--- config.mk ---
export PLATFORM = sky130hd
export DESIGN_NAME = spiRegIf
export DESIGN_NICKNAME = d
export VERILOG_FILES = /design/src/rtl/spiRegPkg.sv /design/src/rtl/spiRegDatapath.sv /design/src/rtl/spiRegCtrl.sv /design/src/rtl/spiReadyGen.sv /design/src/rtl/spiRegIf.sv
export SDC_FILE = /design/constraint.sdc
export NUM_CORES = 1
export LEC_CHECK = 0
export ABC_AREA = 1
export BUFFER_PORTS_ARGS = -buffer_cell sky130_fd_sc_hd__clkbuf_2
export CAP_MARGIN = 10
export CORE_MARGIN = 10
export CORE_UTILIZATION = 35
export CTS_BUF_LIST = sky130_fd_sc_hd__clkbuf_4 sky130_fd_sc_hd__clkbuf_8 sky130_fd_sc_hd__clkbuf_16
export DETAILED_ROUTE_END_ITERATION = 6
export SLEW_MARGIN = 25
export SYNTH_ARGS = -nofsm -noshare
export SYNTH_HDL_FRONTEND = slang
export SYNTH_SLANG_ARGS = --single-unit
--- constraint.sdc ---
create_clock -name clk -period 4.3 [get_ports clk]
set_input_delay 0.215 -clock clk [delete_from_list [all_inputs] [get_ports clk]]
set_output_delay 0.215 -clock clk [all_outputs]
set_load 0.01 [all_outputs]
--- src/rtl/spiRegPkg.sv ---
package spiRegPkg;

  localparam int BYTE_W = 8;

  localparam logic [BYTE_W-1:0] OP_READ  = 8'hAA;
  localparam logic [BYTE_W-1:0] OP_WRITE = 8'h55;
  localparam logic [BYTE_W-1:0] KEY0     = 8'h5A;
  localparam logic [BYTE_W-1:0] KEY1     = 8'hA5;
  localparam logic [BYTE_W-1:0] KEY2     = 8'h6F;
  localparam logic [BYTE_W-1:0] KEY3     = 8'hF6;

  // strobes from the frame controller to the datapath
  typedef struct packed {
    logic loadCount;
    logic loadAddr;
    logic writeEn;
    logic loadTx;
  } ctrlStrobeT;

  typedef enum logic [3:0] {
    ST_OPC,
    ST_CNT,
    ST_ADR,
    ST_WR,
    ST_RPREP,
    ST_RD,
    ST_KEY1,
    ST_KEY2,
    ST_KEY3,
    ST_SKIP
  } frameStateT;

endpackage

--- src/rtl/spiRegDatapath.sv ---
module spiRegDatapath
  import spiRegPkg::*;
#(
  parameter int SYNC_STAGES = 2
) (
  input  logic              clk,
  input  logic              rstN,
  input  logic              csN,
  input  logic              sclk,
  input  logic              din,
  input  ctrlStrobeT        strobe,
  input  logic [BYTE_W-1:0] regRdData,
  output logic              csIdle,
  output logic              byteValid,
  output logic [BYTE_W-1:0] rxByte,
  output logic              remainZero,
  output logic [BYTE_W-1:0] regAddr,
  output logic              dout,
  output logic              doutOe
);

  localparam int SYNC_W    = 3 * SYNC_STAGES;
  localparam int BIT_CNT_W = $clog2(BYTE_W);
  localparam logic [BIT_CNT_W-1:0] LAST_BIT = BIT_CNT_W'(BYTE_W - 1);

  logic [SYNC_W-1:0]    syncQ;
  logic                 sclkS, dinS, sclkQ;
  logic                 sclkFall, sclkRise;
  logic [BIT_CNT_W-1:0] bitCnt;
  logic [BYTE_W-1:0]    rxShift, txShift, addrQ, remainQ;

  // input synchronizer: {cs, sclk, din} per stage
  always_ff @(posedge clk or negedge rstN) begin
    if (!rstN) begin
      syncQ <= {SYNC_STAGES{3'b100}};
      sclkQ <= 1'b0;
    end else begin
      syncQ <= {syncQ[SYNC_W-4:0], csN, sclk, din};
      sclkQ <= sclkS;
    end
  end

  assign csIdle   = syncQ[SYNC_W-1];
  assign sclkS    = syncQ[SYNC_W-2];
  assign dinS     = syncQ[SYNC_W-3];
  assign sclkFall = sclkQ & ~sclkS & ~csIdle;
  assign sclkRise = ~sclkQ & sclkS & ~csIdle;

  always_ff @(posedge clk or negedge rstN) begin
    if (!rstN) begin
      bitCnt    <= '0;
      byteValid <= 1'b0;
      rxShift   <= '0;
      txShift   <= '0;
      dout      <= 1'b0;
      addrQ     <= '0;
      remainQ   <= '0;
    end else if (csIdle) begin
      bitCnt    <= '0;
      byteValid <= 1'b0;
      txShift   <= '0;
      dout      <= 1'b0;
      remainQ   <= '0;
    end else begin
      byteValid <= 1'b0;
      if (sclkFall) begin
        rxShift <= {rxShift[BYTE_W-2:0], dinS};
        bitCnt  <= bitCnt + 1'b1;
        if (bitCnt == LAST_BIT) byteValid <= 1'b1;
      end
      if (sclkRise) begin
        dout    <= txShift[BYTE_W-1];
        txShift <= {txShift[BYTE_W-2:0], 1'b0};
      end
      if (strobe.loadCount) remainQ <= rxShift;
      if (strobe.loadAddr)  addrQ   <= rxShift;
      if (strobe.writeEn) begin
        addrQ   <= addrQ + 1'b1;
        remainQ <= remainQ - 1'b1;
      end
      if (strobe.loadTx) begin
        if (remainZero) begin
          txShift <= '0;
        end else begin
          txShift <= regRdData;
          addrQ   <= addrQ + 1'b1;
          remainQ <= remainQ - 1'b1;
        end
      end
    end
  end

  assign rxByte     = rxShift;
  assign remainZero = (remainQ == '0);
  assign regAddr    = addrQ;
  assign doutOe     = ~csIdle;


  write_gate_chk: assert property (@(posedge clk) disable iff (!rstN)
    strobe.writeEn |-> !remainZero);


  frame_clear_chk: assert property (@(posedge clk) disable iff (!rstN)
    csIdle |=> (bitCnt == '0) && !byteValid);

endmodule

--- src/rtl/spiRegCtrl.sv ---
module spiRegCtrl
  import spiRegPkg::*;
(
  input  logic              clk,
  input  logic              rstN,
  input  logic              csIdle,
  input  logic              byteValid,
  input  logic [BYTE_W-1:0] rxByte,
  input  logic              remainZero,
  output ctrlStrobeT        strobe,
  output logic              hiddenMode
);

  frameStateT state, stateNext;
  logic       opRead, opReadNext, hiddenSet;

  always_comb begin
    stateNext  = state;
    opReadNext = opRead;
    strobe     = '0;
    hiddenSet  = 1'b0;
    unique case (state)
      ST_OPC: if (byteValid) begin
        if (rxByte == OP_READ) begin
          stateNext  = ST_CNT;
          opReadNext = 1'b1;
        end else if (rxByte == OP_WRITE) begin
          stateNext  = ST_CNT;
          opReadNext = 1'b0;
        end else if (rxByte == KEY0 && !hiddenMode) begin
          stateNext = ST_KEY1;
        end else begin
          stateNext = ST_SKIP;
        end
      end
      ST_CNT: if (byteValid) begin
        strobe.loadCount = 1'b1;
        stateNext        = ST_ADR;
      end
      ST_ADR: if (byteValid) begin
        strobe.loadAddr = 1'b1;
        stateNext       = opRead ? ST_RPREP : ST_WR;
      end
      ST_RPREP: begin
        strobe.loadTx = 1'b1;
        stateNext     = ST_RD;
      end
      ST_RD:  strobe.loadTx  = byteValid;
      ST_WR:  strobe.writeEn = byteValid && !remainZero;
      ST_KEY1: if (byteValid) stateNext = (rxByte == KEY1) ? ST_KEY2 : ST_SKIP;
      ST_KEY2: if (byteValid) stateNext = (rxByte == KEY2) ? ST_KEY3 : ST_SKIP;
      ST_KEY3: if (byteValid) begin
        if (rxByte == KEY3) begin
          hiddenSet = 1'b1;
          stateNext = ST_OPC;
        end else begin
          stateNext = ST_SKIP;
        end
      end
      default: stateNext = ST_SKIP;
    endcase
  end

  always_ff @(posedge clk or negedge rstN) begin
    if (!rstN) begin
      state      <= ST_OPC;
      opRead     <= 1'b0;
      hiddenMode <= 1'b0;
    end else if (csIdle) begin
      state      <= ST_OPC;
      opRead     <= 1'b0;
      hiddenMode <= 1'b0;
    end else begin
      state  <= stateNext;
      opRead <= opReadNext;
      if (hiddenSet) hiddenMode <= 1'b1;
    end
  end


  strobe_onehot_chk: assert property (@(posedge clk) disable iff (!rstN)
    $onehot0(strobe));


  unlock_seq_chk: assert property (@(posedge clk) disable iff (!rstN)
    $rose(hiddenMode) |-> $past(byteValid && rxByte == KEY3));


  hidden_drop_chk: assert property (@(posedge clk) disable iff (!rstN)
    csIdle |=> !hiddenMode);

endmodule

--- src/rtl/spiReadyGen.sv ---
module spiReadyGen
  import spiRegPkg::*;
#(
  parameter logic [BYTE_W-1:0] NORM_LAST_ADDR = 8'h3F,
  parameter logic [BYTE_W-1:0] OD_LAST_ADDR   = 8'h7F,
  parameter int                PULSE_CYCLES   = 500
) (
  input  logic              clk,
  input  logic              rstN,
  input  logic              regWe,
  input  logic [BYTE_W-1:0] regAddr,
  input  logic              hiddenMode,
  input  logic              overdriveEn,
  output logic              dataReady
);

  localparam int CNT_W = $clog2(PULSE_CYCLES + 1);
  localparam logic [CNT_W-1:0] CNT_LOAD = CNT_W'(PULSE_CYCLES - 1);

  logic             normFlag, odFlag, busy, fire, normClr, odClr;
  logic [CNT_W-1:0] pulseCnt;

  assign normClr = regWe && !hiddenMode && (regAddr == NORM_LAST_ADDR);
  assign odClr   = regWe && !hiddenMode && (regAddr == OD_LAST_ADDR);
  assign fire    = !busy && !normFlag && (!odFlag || !overdriveEn);

  always_ff @(posedge clk or negedge rstN) begin
    if (!rstN) begin
      normFlag <= 1'b1;
      odFlag   <= 1'b1;
      busy     <= 1'b0;
      pulseCnt <= '0;
    end else begin
      if (fire) begin
        normFlag <= 1'b1;
        odFlag   <= 1'b1;
        busy     <= 1'b1;
        pulseCnt <= CNT_LOAD;
      end else if (busy) begin
        if (pulseCnt == '0) busy <= 1'b0;
        else pulseCnt <= pulseCnt - 1'b1;
      end
      if (normClr) normFlag <= 1'b0;
      if (odClr)   odFlag   <= 1'b0;
    end
  end

  assign dataReady = busy;


  pulse_len_chk: assert property (@(posedge clk) disable iff (!rstN)
    $fell(dataReady) |-> $past(pulseCnt) == '0);


  fire_cond_chk: assert property (@(posedge clk) disable iff (!rstN)
    $rose(dataReady) |-> $past(!normFlag && (!odFlag || !overdriveEn)));

endmodule

--- src/rtl/spiRegIf.sv ---
module spiRegIf
  import spiRegPkg::*;
#(
  parameter int                SYNC_STAGES    = 2,
  parameter logic [BYTE_W-1:0] NORM_LAST_ADDR = 8'h3F,
  parameter logic [BYTE_W-1:0] OD_LAST_ADDR   = 8'h7F,
  parameter int                PULSE_CYCLES   = 500
) (
  input  logic              clk,
  input  logic              rstN,
  input  logic              csN,
  input  logic              sclk,
  input  logic              din,
  output logic              dout,
  output logic              doutOe,
  output logic [BYTE_W-1:0] regAddr,
  output logic              regWe,
  output logic [BYTE_W-1:0] regWrData,
  input  logic [BYTE_W-1:0] regRdData,
  output logic              hiddenMode,
  input  logic              overdriveEn,
  output logic              dataReady
);

  ctrlStrobeT        strobe;
  logic              csIdle, byteValid, remainZero;
  logic [BYTE_W-1:0] rxByte;

  spiRegDatapath #(.SYNC_STAGES(SYNC_STAGES)) i_datapath (
    .clk(clk), .rstN(rstN), .csN(csN), .sclk(sclk), .din(din),
    .strobe(strobe), .regRdData(regRdData),
    .csIdle(csIdle), .byteValid(byteValid), .rxByte(rxByte),
    .remainZero(remainZero), .regAddr(regAddr),
    .dout(dout), .doutOe(doutOe)
  );

  spiRegCtrl i_ctrl (
    .clk(clk), .rstN(rstN), .csIdle(csIdle), .byteValid(byteValid),
    .rxByte(rxByte), .remainZero(remainZero),
    .strobe(strobe), .hiddenMode(hiddenMode)
  );

  spiReadyGen #(
    .NORM_LAST_ADDR(NORM_LAST_ADDR),
    .OD_LAST_ADDR(OD_LAST_ADDR),
    .PULSE_CYCLES(PULSE_CYCLES)
  ) i_ready (
    .clk(clk), .rstN(rstN), .regWe(regWe), .regAddr(regAddr),
    .hiddenMode(hiddenMode), .overdriveEn(overdriveEn),
    .dataReady(dataReady)
  );

  assign regWe     = strobe.writeEn;
  assign regWrData = rxByte;

endmodule

[Word-level counts from Yosys, hierarchy flattened]
Index checks and enable logic that the tools add are counted.
Storage, ports and cells
  bits in registers: 62
  input bits: 14
  logic and storage cells: 143
Operators by class
  add/sub/neg operators: 4
  equality and inequality tests: 25
  multiplexer cells: 59
  bitwise logic cells: 7
  reduce and logical (&&, ||, !) cells: 32
Operators by type and width (count)
  $mux W8: 13
  $mux W4: 12
  $eq A8 B7 Y1 const B: 4
  $pmux W4 S8: 1
  $mux W9: 3
  $mux W1: 26
  $eq A8 B8 Y1 const B: 3
  $ne A3 B3 Y1 const B: 6
  $eq A4 B3 Y1 const B: 4
  $reduce_bool A2 Y1: 8
  $logic_not A9 Y1: 1
  $mux W3: 3
  $sub A9 B1 Y9 const B: 1
  $add A8 B1 Y8 const B: 1
  $eq A4 B2 Y1 const B: 2
  $eq A8 B6 Y1 const B: 1
  $logic_not A8 Y1: 1
  $sub A8 B1 Y8 const B: 1
  $logic_and A1 B1 Y1: 7
  $reduce_and A7 Y1: 1
  $logic_not A1 Y1: 6
  $reduce_bool A3 Y1: 2
  $and A1 B1 Y1: 4
  $eq A4 B1 Y1 const B: 1
  11 further kinds: 15

[Longest topological paths before layout]
  depth in word-level cells: 8
  mapped depth: 10
  gate-level depth less buffers: 10

[Cells and area by module]
A second synthesis with hierarchy kept.
Unflattened totals
  cell total of the unflattened synthesis: 553
  area, all modules: 3843.7 µm²
Modules (own cells, without submodules)
  spiRegDatapath: times used 1, cells an instance 317, area each 2359.8 µm², sequential area each 1103.6 µm²
  spiReadyGen: times used 1, cells an instance 105, area each 768.2 µm², sequential area each 302.8 µm²
  spiRegCtrl: times used 1, cells an instance 131, area each 715.7 µm², sequential area each 150.1 µm²

[Worst setup path after synthesis]
No wires, ideal clock.
  path kind: reg2reg
  start: register i_datapath.remainQ[0]
  end: register i_datapath.addrQ[4] (netlist: i_datapath.regAddr[4])
  library setup time: 0.117 ns
  data arrival time: 1.413 ns
  required time: 4.183 ns
  slack: 2.769 ns
  cell stages (with the launch flop): 10
  buffers on the path: 0
  cells stage by stage: dfrtp_1 -> inv_1 -> ha_1 -> nand2_1 -> nor2_4 -> nor2_2 -> nor2_4 -> nand3_1 -> nand3_1 -> nand2_1
Between the ends
  longest elaborated chain between the ends: 7
Ends and longest elaborated chain
  start, declared: line spiRegDatapath.sv:30  | logic [BYTE_W-1:0] rxShift, txShift, addrQ, remainQ;
  start signal, assigned: line spiRegDatapath.sv:75  | if (strobe.loadCount) remainQ <= rxShift;
  start signal, assigned: line spiRegDatapath.sv:79  | remainQ <= remainQ - 1'b1;
  start signal, assigned: line spiRegDatapath.sv:87  | remainQ <= remainQ - 1'b1;
  $logic_not A8 Y1 (*): line spiRegDatapath.sv:94  | assign remainZero = (remainQ == '0);
  $logic_not A1 Y1 (*): line spiRegCtrl.sv:49  | ST_WR: strobe.writeEn = byteValid && !remainZero;
  $logic_and A1 B1 Y1 (*): line spiRegCtrl.sv:49
  $mux W1 (*): line spiRegCtrl.sv:22  | unique case (state)
  via regWe: line spiRegIf.sv:17  | output logic regWe,
  $mux W8 (*): line spiRegDatapath.sv:77  | if (strobe.writeEn) begin
  $mux W8: line spiRegDatapath.sv:82  | if (remainZero) begin
  $mux W8 (*): line spiRegDatapath.sv:81  | if (strobe.loadTx) begin
  end signal, assigned: line spiRegDatapath.sv:76  | if (strobe.loadAddr) addrQ <= rxShift;
  end signal, assigned: line spiRegDatapath.sv:78  | addrQ <= addrQ + 1'b1;
  end signal, assigned: line spiRegDatapath.sv:86  | addrQ <= addrQ + 1'b1;
  end, declared: line spiRegDatapath.sv:30
Mark *: on every way through the listed nets, which the timed path passes. The rest lies on a longest branch.
A chain may end at the register's enable or synchronous reset.

[Worst setup path in the final report]
  start: register i_ctrl.state[3]
  end: output port regWe
Between the ends
  longest elaborated chain between the ends: 2
Ends and longest elaborated chain
  start, declared: line spiRegCtrl.sv:14  | frameStateT state, stateNext;
  start signal, assigned: line spiRegCtrl.sv:74  | state <= stateNext;
  $eq A4 B2 Y1: line spiRegCtrl.sv:22
  $mux W1: line spiRegCtrl.sv:22
  end, declared: line spiRegIf.sv:17
Every way passes these cells.

==> impl_metrics.tcl <==
set metrics [dict create \
    htreeDepth 3 \
    yosysTopAreaCell "dfrtp_1" \
    cts.clk_slew.worst_paths_ns 0.07 \
    wl_per_cell_um 13.1 \
    first_iter_violations 187 \
    cts.sinks 62 \
    synth_top_cell_area_share 0.397 \
    final_cell_area_sq_um 4160 \
    synth.area.top_cells "dfrtp_1, nand2_1, nor2_1, inv_1, nand3_1" \
    finalHoldViolations 0 \
    ios 35 \
    min_path_cells 3 \
    worstPathArrival_ns 1.84 \
    ant_nets 0 \
    cts_buffer_depth 2 \
    crit_chain "nor2_4 > nand3_4 > nor2_2 > clkbuf_2" \
    irDropWorstVdd_mv 0.166 \
    layout_commonest_cell "nand2_1" \
    min_from "regRdData[0]" \
    cts_buffers 9 \
    clk_latency_ns 0.34 \
    layout-drive-gt1-share 0.149 \
    r2r-end "i_datapath.regAddr[0]" \
    slew_violations 0 \
    track_usage 0.127 \
    overflow 0 \
    finalNonFillerCells 680 \
    max_slew.worst_pin.slew_ns 0.790 \
    vias 3246 \
    cts_tree "done" \
    syn-mean-instance-area_sq_um 7.32 \
    cp_slowest_cell "dfrtp_1" \
    dp_cells 660 \
    final_nets 558 \
    max_stage_delay_ns 0.48 \
    worstSetupEndpointType "primary output" \
    yosysUniqueCellTypes 31 \
    synth_seq_cells 62 \
    drc 0 \
    crit_required_ns 4.09 \
    fmax_mhz 486 \
    start_util 0.356 \
    die_w_um 122 \
    r2r-start "i_ctrl.state[3]" \
    grt_max_degree 33 \
    critical_path.top_delay_family "simple AND/OR/NAND/NOR gates" \
    antenna_found_initial 0 \
    die_h_um 122 \
    dp_hpwl_um 6550 \
    most-common-layout-cells "nand2_1, nor2_1, dfrtp_1, inv_1, nand3_1" \
    utilization 0.405 \
    drtPass1Iterations 5 \
    antenna_cells 0 \
    coreArea_sq_um 10300 \
    ys_warn_count 0 \
    die-area_sq_um 14900 \
    p_per_area_nw_per_um2 380 \
    start_kind "register" \
    hold-path-endpoint "i_datapath.txShift[0]" \
    synth_area_sq_um 3660 \
    run_status "completed" \
    rows 37 \
    routed_wl_um 8920 \
    min_period_over_period 0.478 \
    cts_resized 0 \
    finalSetupViolCount 0 \
    reg2reg_slack_ns 2.37 \
    cts-root-buf "clkbuf_8" \
    holdCritPathClass "in2reg" \
    vias_per_cell 4.77 \
    crit_type "reg2out" \
    synth-seq-area-share 0.425 \
    cp_num_buf_inv 1 \
    min_period_ns 2.06 \
    timing.setup.tns_ns 0 \
    slew_headroom 0.473 \
    grt_pass1_wl_um 15100 \
    place_congestion 0.866 \
    power_mw 1.58 \
    clock_skew_ns 0.00438 \
    worst-path-max-fanout 12 \
    drv_cap 0 \
    port_buffers 34 \
    dpl-instance-area_sq_um 3920 \
    synthCells 500 \
    syn_nets 519 \
    syn_to_final_growth_pct 13.7 \
    p_leak_nw 2.13 \
    grt_pass1_vias 3116 \
    rsz0062_at_grt "false" \
    nFillCells 1077 \
    r2r_cells 7 \
]
==> metal layers <==
| layer | track usage | share of wire |
|---|---|---|
| met4 | 0.0560 | 0.014 |
| met2 | 0.199 | 0.49 |
| met5 | 0 | 0 |
| met3 | 0.0358 | 0.040 |
| met1 | 0.160 | 0.46 |
==> how the worst max path moves through the flow <==
stage                           from               endpoint  slack [ns]  depth (start not counted)
2_1_floorplan  i_datapath.remainQ[0]  i_datapath.regAddr[4]        2.77                          9
3_3_place_gp         i_ctrl.state[3]  i_datapath.regAddr[0]        2.42                          7
3_5_place_dp         i_ctrl.state[3]  i_datapath.regAddr[0]        2.40                          7
4_1_cts              i_ctrl.state[3]                  regWe        2.20                          4
5_1_grt              i_ctrl.state[3]                  regWe        2.09                          4
6_report             i_ctrl.state[3]                  regWe        2.24                          4
==> where the power goes <==
group | internal [mW] | switching [mW]
sequential | 0.623 | 0.0724
clock | 0.281 | 0.237
combinational | 0.114 | 0.254
total | 1.02 | 0.563
==> worst register-to-register path: stages, from the launching register on <==
cell     delay, ns
dfrtp_1       0.48
nor2_4        0.37
nand3_4       0.15
a21oi_4       0.50
nand2_1       0.14
nand2_1       0.10
nand2_1       0.05
nand2_1       0.07
==> registers in the layout, summed over array words and instances (netlist names) <==
register	count
i_ready.odFlag	1
i_datapath.rxByte	8
i_datapath.sclkQ	1
i_datapath.remainQ	8
i_ready.normFlag	1
i_datapath.bitCnt	3
i_datapath.txShift	8
i_ready.dataReady	1
i_ctrl.state	4
i_datapath.regAddr	8
i_datapath.byteValid	1
i_datapath.dout	1
i_ready.pulseCnt	9
i_ctrl.hiddenMode	1
i_datapath.syncQ	6
i_ctrl.opRead	1
==> kinds of logic (layout without fill, tap and decap cells) <==
group / count (synthesis) / after routing / synth area share
and+or+nand+nor: 282 / 282 / 0.346
DFF: 62 / 62 / 0.425
xor gates and xnor gates: 8 / 8 / 0.0192
adders and majority gates: 5 / 5 / 0.0171
buffers and inverters: 72 / 116 / 0.0862
AOI/OAI and AO/OA: 71 / 71 / 0.106
==> area by class of cell <==
cell class | instances | area [sq um] | share of cell area
repair buffers | 39 | 218 | 0.0523
well taps | 136 | 170 | 0.0409
clock inverters | 6 | 61.3 | 0.0147
inverters | 61 | 229 | 0.0551
flip-flops and latches | 62 | 1560 | 0.374
clock buffers | 10 | 138 | 0.0331
multi-input cells | 366 | 1790 | 0.430
==> through the flow <==
step | hold slack [ns] | worst slack [ns]
floorplan | -0.0806 | 2.77
global placement | 0.304 | 2.42
detailed placement | 0.307 | 2.40
CTS | 0.102 | 2.20
global route | 0.110 | 2.09
finish | 0.122 | 2.24
==> Yosys cell counts (all sizes together) <==
master,instances
ha,5
o21ai,46
o31ai,2
buf,9
xor2,6
nor3,2
inv,61
a21oi,19
or2,1
nor2,67
nand3b,4
a31oi,1
nand2,159
nand4,6
clkbuf,2
o211ai,3
nand3,43
dfrtp,58
dfstp,4
xnor2,2
==> repair_timing <==
item	CTS	global route
hold endpoints to repair	31	0
buffers inserted	0	0
hold buffers	4	0
endpoints found under the setup margin	0	0
(Power assumes the default switching activity.)
